$ cat src/rtl/uart_tx_thre.sv
module uart_tx_thre #(
  parameter int DEPTH    = 16,
  parameter int DW       = 8,
  parameter int DLY_BITS = 9
) (
  input  logic          clk,
  input  logic          rst_n,
  input  logic          thr_wr,
  input  logic [DW-1:0] thr_data,
  input  logic          iir_rd,
  input  logic          thre_ie,
  input  logic          baud_tick,
  output logic          txd,
  output logic          thr_empty,
  output logic          thre_irq,
  output logic [3:0]    irq_id,
  output logic          ovf_pulse
);
  localparam int AW  = $clog2(DEPTH);
  localparam int CW  = $clog2(DEPTH + 1);
  localparam int FW  = DW + 2;
  localparam int BCW = $clog2(FW + 1);
  localparam int DCW = $clog2(DLY_BITS + 1);

  logic [DW-1:0]  mem [DEPTH];
  logic [AW-1:0]  wp, rp;
  logic [CW-1:0]  cnt;
  logic [FW-1:0]  frame;
  logic [BCW-1:0] bits_left;
  logic           busy;
  logic           empty_d1, held2, dly_on, pend;
  logic [DCW-1:0] dly_cnt;

  wire full  = (cnt == CW'(DEPTH));
  wire push  = thr_wr & ~full;
  wire pop   = ~busy & (cnt != '0);
  wire rise  = thr_empty & ~empty_d1;
  wire clr   = thr_wr | (iir_rd & thre_irq);

  assign thr_empty = (cnt == '0);
  assign txd       = busy ? frame[0] : 1'b1;
  assign thre_irq  = pend & thre_ie;
  assign irq_id    = thre_irq ? 4'b0010 : 4'b0001;

  always_ff @(posedge clk)
    if (push) mem[wp] <= thr_data;

  always_ff @(posedge clk) begin
    if (!rst_n) begin
      wp        <= '0;
      rp        <= '0;
      cnt       <= '0;
      ovf_pulse <= 1'b0;
    end else begin
      ovf_pulse <= thr_wr & full;
      if (push) wp <= (wp == AW'(DEPTH - 1)) ? '0 : wp + 1'b1;
      if (pop)  rp <= (rp == AW'(DEPTH - 1)) ? '0 : rp + 1'b1;
      cnt <= cnt + CW'(push) - CW'(pop);
    end
  end

  always_ff @(posedge clk) begin
    if (!rst_n) begin
      busy      <= 1'b0;
      frame     <= '1;
      bits_left <= '0;
    end else if (pop) begin
      busy      <= 1'b1;
      frame     <= {1'b1, mem[rp], 1'b0};
      bits_left <= BCW'(FW);
    end else if (busy && baud_tick) begin
      if (bits_left == BCW'(1)) begin
        busy <= 1'b0;
      end else begin
        frame     <= {1'b1, frame[FW-1:1]};
        bits_left <= bits_left - 1'b1;
      end
    end
  end

  always_ff @(posedge clk) begin
    if (!rst_n) begin
      empty_d1 <= 1'b1;
      held2    <= 1'b0;
      dly_on   <= 1'b1;
      dly_cnt  <= '0;
      pend     <= 1'b0;
    end else begin
      empty_d1 <= thr_empty;
      if (rise)                 held2 <= 1'b0;
      else if (cnt >= CW'(2))   held2 <= 1'b1;

      if (!thr_empty) begin
        dly_on <= 1'b0;
      end else if (rise && !held2) begin
        dly_on  <= 1'b1;
        dly_cnt <= '0;
      end else if (dly_on && baud_tick) begin
        if (dly_cnt == DCW'(DLY_BITS - 1)) dly_on <= 1'b0;
        dly_cnt <= dly_cnt + 1'b1;
      end

      if (clr)
        pend <= 1'b0;
      else if (rise && held2)
        pend <= 1'b1;
      else if (thr_empty && dly_on && !rise && baud_tick &&
               dly_cnt == DCW'(DLY_BITS - 1))
        pend <= 1'b1;
    end
  end
endmodule

$ cat config.mk
export PLATFORM = sky130hd
export DESIGN_NAME = uart_tx_thre
export DESIGN_NICKNAME = d
export VERILOG_FILES = /design/src/rtl/uart_tx_thre.sv
export SDC_FILE = /design/constraint.sdc
export NUM_CORES = 1
export LEC_CHECK = 0
export BUFFER_PORTS_ARGS = -buffer_cell sky130_fd_sc_hd__buf_4
export CORE_AREA = 2 2 116 118
export CTS_CLUSTER_DIAMETER = 30
export DETAILED_ROUTE_END_ITERATION = 8
export DIE_AREA = 0 0 118 120
export PLACE_DENSITY = 0.7
export SYNTH_ARGS = -nofsm -noshare
export SYNTH_HDL_FRONTEND = slang
export SYNTH_SLANG_ARGS = --single-unit
$ cat constraint.sdc
create_clock -name clk -period 3.3 [get_ports clk]
set_input_delay 0.66 -clock clk [delete_from_list [all_inputs] [get_ports clk]]
set_output_delay 0.66 -clock clk [all_outputs]
set_load 0.005 [all_outputs]
-- Word-level counts from Yosys, hierarchy flattened
Memory sizes are Yosys's and may differ from the RTL's. A register that Yosys moved wholly into a read port is not among the register bits.
Cells that the tools add are included.
- flip-flop bits (word level): 36
- memory bits (writable): 128
- input bits: 14
- logic and storage cells: 90
- memories: 1
- memory list (name ; depth ; width ; rd ports ; clocked after Yosys merged registers in ; wr ports ; RTL line ; source):
    mem ; 16 ; 8 ; 1 ; 1 ; 1 ; 25 ; logic [DW-1:0] mem [DEPTH];
- add/subtract/negate cells: 6
- $lt $le $gt $ge: 1
- equality and inequality tests: 8
- muxes and demuxes: 25
- bitwise operators: 12
- reduce and logical (&&, ||, !) cells: 24
- operators by type and width (operator ; number):
    $mux W4 ; 9
    $mux W9 ; 3
    $add A4 B1 Y4 const B ; 3
    $eq A4 B4 Y1 const B ; 3
    $mux W1 ; 12
    $reduce_and A2 Y1 ; 5
    $logic_and A1 B1 Y1 ; 8
    $reduce_bool A2 Y1 ; 4
    $and A1 B1 Y1 ; 6
    $ne A3 B1 Y1 const B ; 2
    $reduce_or A2 Y1 ; 3
    $add A5 B1 Y5 ; 1
    $eq A5 B5 Y1 const B ; 1
    $ge A5 B2 Y1 const B ; 1
    $logic_not A5 Y1 ; 1
    $not A1 Y1 ; 5
    $reduce_bool A5 Y1 ; 1
    $sub A5 B1 Y5 ; 1
    $eq A4 B1 Y1 const B ; 1
    $sub A4 B1 Y4 const B ; 1
    $logic_not A1 Y1 ; 2
    $mux W2 ; 1
    $ne A2 B2 Y1 const B ; 1
    $or A1 B1 Y1 ; 1

-- Longest topological paths before layout
- depth after elaboration: 8
- mapped depth: 13
- mapped depth without buffers: 11

-- Least setup slack after synthesis
OpenSTA, ideal clock, no wires.
- path type: reg2reg
- from: reg cnt[2]
- to: reg cnt[4]
- arrival: 2.522 ns
- setup slack: 0.707 ns
- cell stages (with the launch flop): 14
- clock period less this slack: 2.593 ns
- cell sequence: dfxtp_1 -> inv_1 -> ha_1 -> nor4b_2 -> or2_1 -> clkbuf_2 -> buf_2 -> xnor2_1 -> ha_1 -> fa_1 -> nand2b_1 -> a21oi_1 -> or3_1 -> a21oi_1
- longest elaborated chain between the ends: 5
- elaborated cells on any way between the ends: 7
- ends and longest elaborated chain (what ; RTL line ; source):
    from (decl) ; 27 ; logic [CW-1:0] cnt;
    from (signal assigned) ; 58 ; cnt <= cnt + CW'(push) - CW'(pop);
    $eq A5 B5 Y1 ; 34 ; wire full = (cnt == CW'(DEPTH));
    $not A1 Y1 ; 35 ; wire push = thr_wr & ~full;
    $and A1 B1 Y1 ; 35 ;
    $add A5 B1 Y5 ; 58 ;
    $sub A5 B1 Y5 (*) ; 58 ;
Mark *: on every way between the ends. The rest lies on a longest branch, timed or not.
A chain may end at the register's enable or synchronous reset.

-- Worst setup path in the final report
- from: reg cnt[3]
- to: reg cnt[4]
The elaborated chain is that of the path after synthesis.

==> impl_metrics.sql <==
INSERT INTO impl_metrics (metric_group, metric, value, unit) VALUES
('global_route', 'first_pass_grt_wire_length', '20400', 'um'),
('worst_setup_path', 'critical_path.startpoint_type', 'flop', ''),
('clocking', 'clkTransAtPathRegs', '60', 'ps'),
('min_path', 'worst_hold_path_type', 'primary input to flop', ''),
('die', 'die_area', '14200', 'um2'),
('timing', 'max_clock_freq', '365', 'MHz'),
('clocking', 'cts-resized-gates', '0', ''),
('worst_setup_path', 'worst_setup_path_endpoint', 'cnt[4]$_SDFF_PN0_', ''),
('die', 'ios', '22', ''),
('final_layout', 'layout_filler_cell_count', '979', ''),
('detailed_routing', 'detail-route-antenna-nets', '0', ''),
('timing', 'timing.final.max_slew_violations', '0', ''),
('worst_setup_path', 'worstPathRequired', '3620', 'ps'),
('final_layout', 'proportion_of_layout_cells_with_a_drive_suffix_above_1', '18.8', '%'),
('clocking', 'root_buffer', 'clkbuf_16', ''),
('die', 'start_util', '53.3', '%'),
('worst_setup_path', 'timing.critical_path.from', 'cnt[3]$_SDFF_PN0_', ''),
('yosys', 'post_synth_inst_count', '447', ''),
('detailed_routing', 'number_of_vias_per_cell', '5.64', ''),
('timing', 'ratio_of_final_minimum_period_to_clock_period', '83.0', '%'),
('placement', 'detailed_place_hpwl', '8390', 'um'),
('final_layout', 'antennaDiodeCount', '0', ''),
('detailed_routing', 'wl', '12800', 'um'),
('clocking', 'clock_tree.buffer_depth', '2', ''),
('timing', 'finish_stage_setup_viols', '0', ''),
('run_status', 'status', 'complete, no violations', ''),
('detailed_routing', 'detailedRoute.firstPassIterationCount', '4', ''),
('final_layout', 'area_growth_syn_to_layout', '12.6', '%'),
('worst_setup_path', 'critical_path.slowest_cell', 'fa_1', ''),
('power_and_ir_drop', 'p_leak', '2.64', 'nW'),
('worst_setup_path', 'setup.worst_path.class', 'flop to flop', ''),
('detailed_routing', 'post-route-drc-count', '0', ''),
('global_route', 'grt_start_max_net_pins', '31', ''),
('global_route', 'grt_pass1_vias', '3901', ''),
('clocking', 'cts_htree_levels', '4', ''),
('run', 'count_of_max_cap_constraint_violations', '0', ''),
('clocking', 'clk-insertion-delay-late', '430', 'ps'),
('timing', 'rsz0062_at_grt', 'no', ''),
('timing', 'min_period', '2740', 'ps'),
('final_layout', 'post-route-util', '60.0', '%'),
('yosys', 'synthDominantAreaCellType', 'edfxtp_1', ''),
('final_layout', 'multi_input_area', '2060', 'um2'),
('min_path', 'hp-start', 'thr_wr', ''),
('global_route', 'gr_ovfl_total', '0', ''),
('yosys', 'synth_enable_flop_cells', '128', ''),
('timing', 'timing.slew.headroom', '40.3', '%'),
('yosys', 'asyncSetResetFlopFracSynth', '0', '%'),
('power_and_ir_drop', 'max-vdd-ir-drop', '0.000581', 'V'),
('placement', 'finalWeightedCongestion', '0.797', ''),
('worst_setup_path', 'worst_r2r_endpoint', 'cnt[4]$_SDFF_PN0_', ''),
('worst_setup_path', 'critical_path.max_stage_delay', '400', 'ps'),
('worst_setup_path', 'path_max_fanout', '7', ''),
('worst_setup_path', 'crit_chain', 'inv_1 -> ha_1 -> nand4bb_1 -> and2_1 -> xnor2_1 -> ha_1 -> fa_1 -> nand2b_1 -> a21oi_1 -> or3_1 -> a21oi_1', ''),
('yosys', 'yosys_most_used_dff', 'edfxtp_1', ''),
('worst_setup_path', 'end_kind', 'flop', ''),
('final_layout', 'ff_latch_area', '4650', 'um2'),
('worst_setup_path', 'rrSetupSlack', '560', 'ps'),
('timing', 'finalHoldViolCount', '0', ''),
('worst_setup_path', 'timing.critical_path.buf_inv', '1', ''),
('clocking', 'tritoncts_num_sinks', '168', ''),
('yosys', 'ys_top_cells_by_area', 'edfxtp_1 (56%), dfxtp_1 (12%), mux4_2 (8.5%), ha_1 (3.1%), a21oi_1 (2.0%)', ''),
('die', 'core-area', '13000', 'um2'),
('yosys', 'syn-cell-area', '6920', 'um2'),
('yosys', 'synth.distinct_cells', '51', ''),
('yosys', 'synth_most_common_cell', 'edfxtp_1', ''),
('timing', 'transition_at_the_pin_with_the_smallest_max_transition_slack', '888', 'ps'),
('timing', 'skew', '13.1', 'ps'),
('detailed_routing', 'wl_per_cell', '19.4', 'um'),
('die', 'die_x', '118', 'um'),
('yosys', 'count_of_state_elements_after_synthesis', '168', ''),
('worst_setup_path', 'arrival', '3060', 'ps');
[how the worst min path moves through the flow]
stage / end / slack [ps] / depth (start not counted)
final: pend$_SDFFE_PP0P_ / 470 / 2
after global placement: dly_cnt[3]$_SDFFE_PN0P_ / 470 / 2
after floorplan: dly_cnt[3]$_SDFFE_PN0P_ / 460 / 2
after CTS: pend$_SDFFE_PP0P_ / 440 / 2
after global routing: pend$_SDFFE_PP0P_ / 460 / 2
after detailed placement: dly_cnt[3]$_SDFFE_PN0P_ / 490 / 2
[cells in the final DEF, fill, tap and decap left out, types with 12 or more instances in the layout]
cell         n
inv_1       15
mux4_2      26
ha_1        17
nor2_1      31
buf_4       29
clkbuf_16   17
mux2i_1     12
edfxtp_1   128
dfxtp_1     39
a21oi_1     27
nand2_1     24
[metrics by stage]
step | hold slack, ps | cell area (um2) | instances | worst slack (ps)
CTS | 443 | 7790 | 661 | 574
floorplan | 458 | 6930 | 448 | 707
global placement | 467 | 7220 | 629 | 699
finish | 467 | 7790 | 661 | 561
detailed placement | 493 | 7220 | 629 | 593
global route | 460 | 7790 | 661 | 296
[cell families (layout without fill, tap and decap cells)]
| family | after synthesis | count (layout) | share of synthesized area (%) |
|---|---|---|---|
| multiplexers | 44 | 44 | 12.0 |
| flip-flops | 168 | 168 | 67.1 |
| other | 1 | 2 | 0.0542 |
| AO/OA/AOI/OAI | 67 | 67 | 5.98 |
| AND/OR/NAND/NOR | 98 | 98 | 7.01 |
| XOR/XNOR | 10 | 10 | 1.27 |
| buffers and inverters | 41 | 78 | 3.18 |
| adder cells (fa/ha/maj) | 18 | 18 | 3.36 |
[sequential cells by signal (all words and copies together) (netlist names), named ones only]
signal and count:
cnt 5, rp 4, dly_on 1, wp 4
bits_left 4, pend 1, ovf_pulse 1, mem 128
empty_d1 1, frame 9, dly_cnt 4, held2 1
busy 1
[per-layer routing]
| layer | part of all wire, % | global-route usage [%] | vias to the layer above |
|---|---|---|---|
| li1 | - | - | 1747 |
| met1 | 44 | 25.3 | 1869 |
| met2 | 50 | 32.2 | 99 |
| met3 | 4.9 | 5.23 | 11 |
| met4 | 1.4 | 7.30 | 0 |
| met5 | 0 | 0 | - |
[power by group]
part / internal, W / switching (W)
combinational: 0.000721 / 0.000747
clock: 0.00105 / 0.000835
sequential: 0.00246 / 0.000157
total: 0.00424 / 0.00174
[cell type report]
| class | count | area share [%] |
|---|---|---|
| Multi-Input combinational cell | 239 | 26.4 |
| Inverter | 16 | 0.771 |
| Clock inverter | 15 | 1.83 |
| Clock buffer | 17 | 5.46 |
| Tap cell | 176 | 2.83 |
| Timing Repair Buffer | 30 | 3.05 |
| Sequential cell | 168 | 59.6 |
No activity file was read; power rests on OpenSTA's default activity.
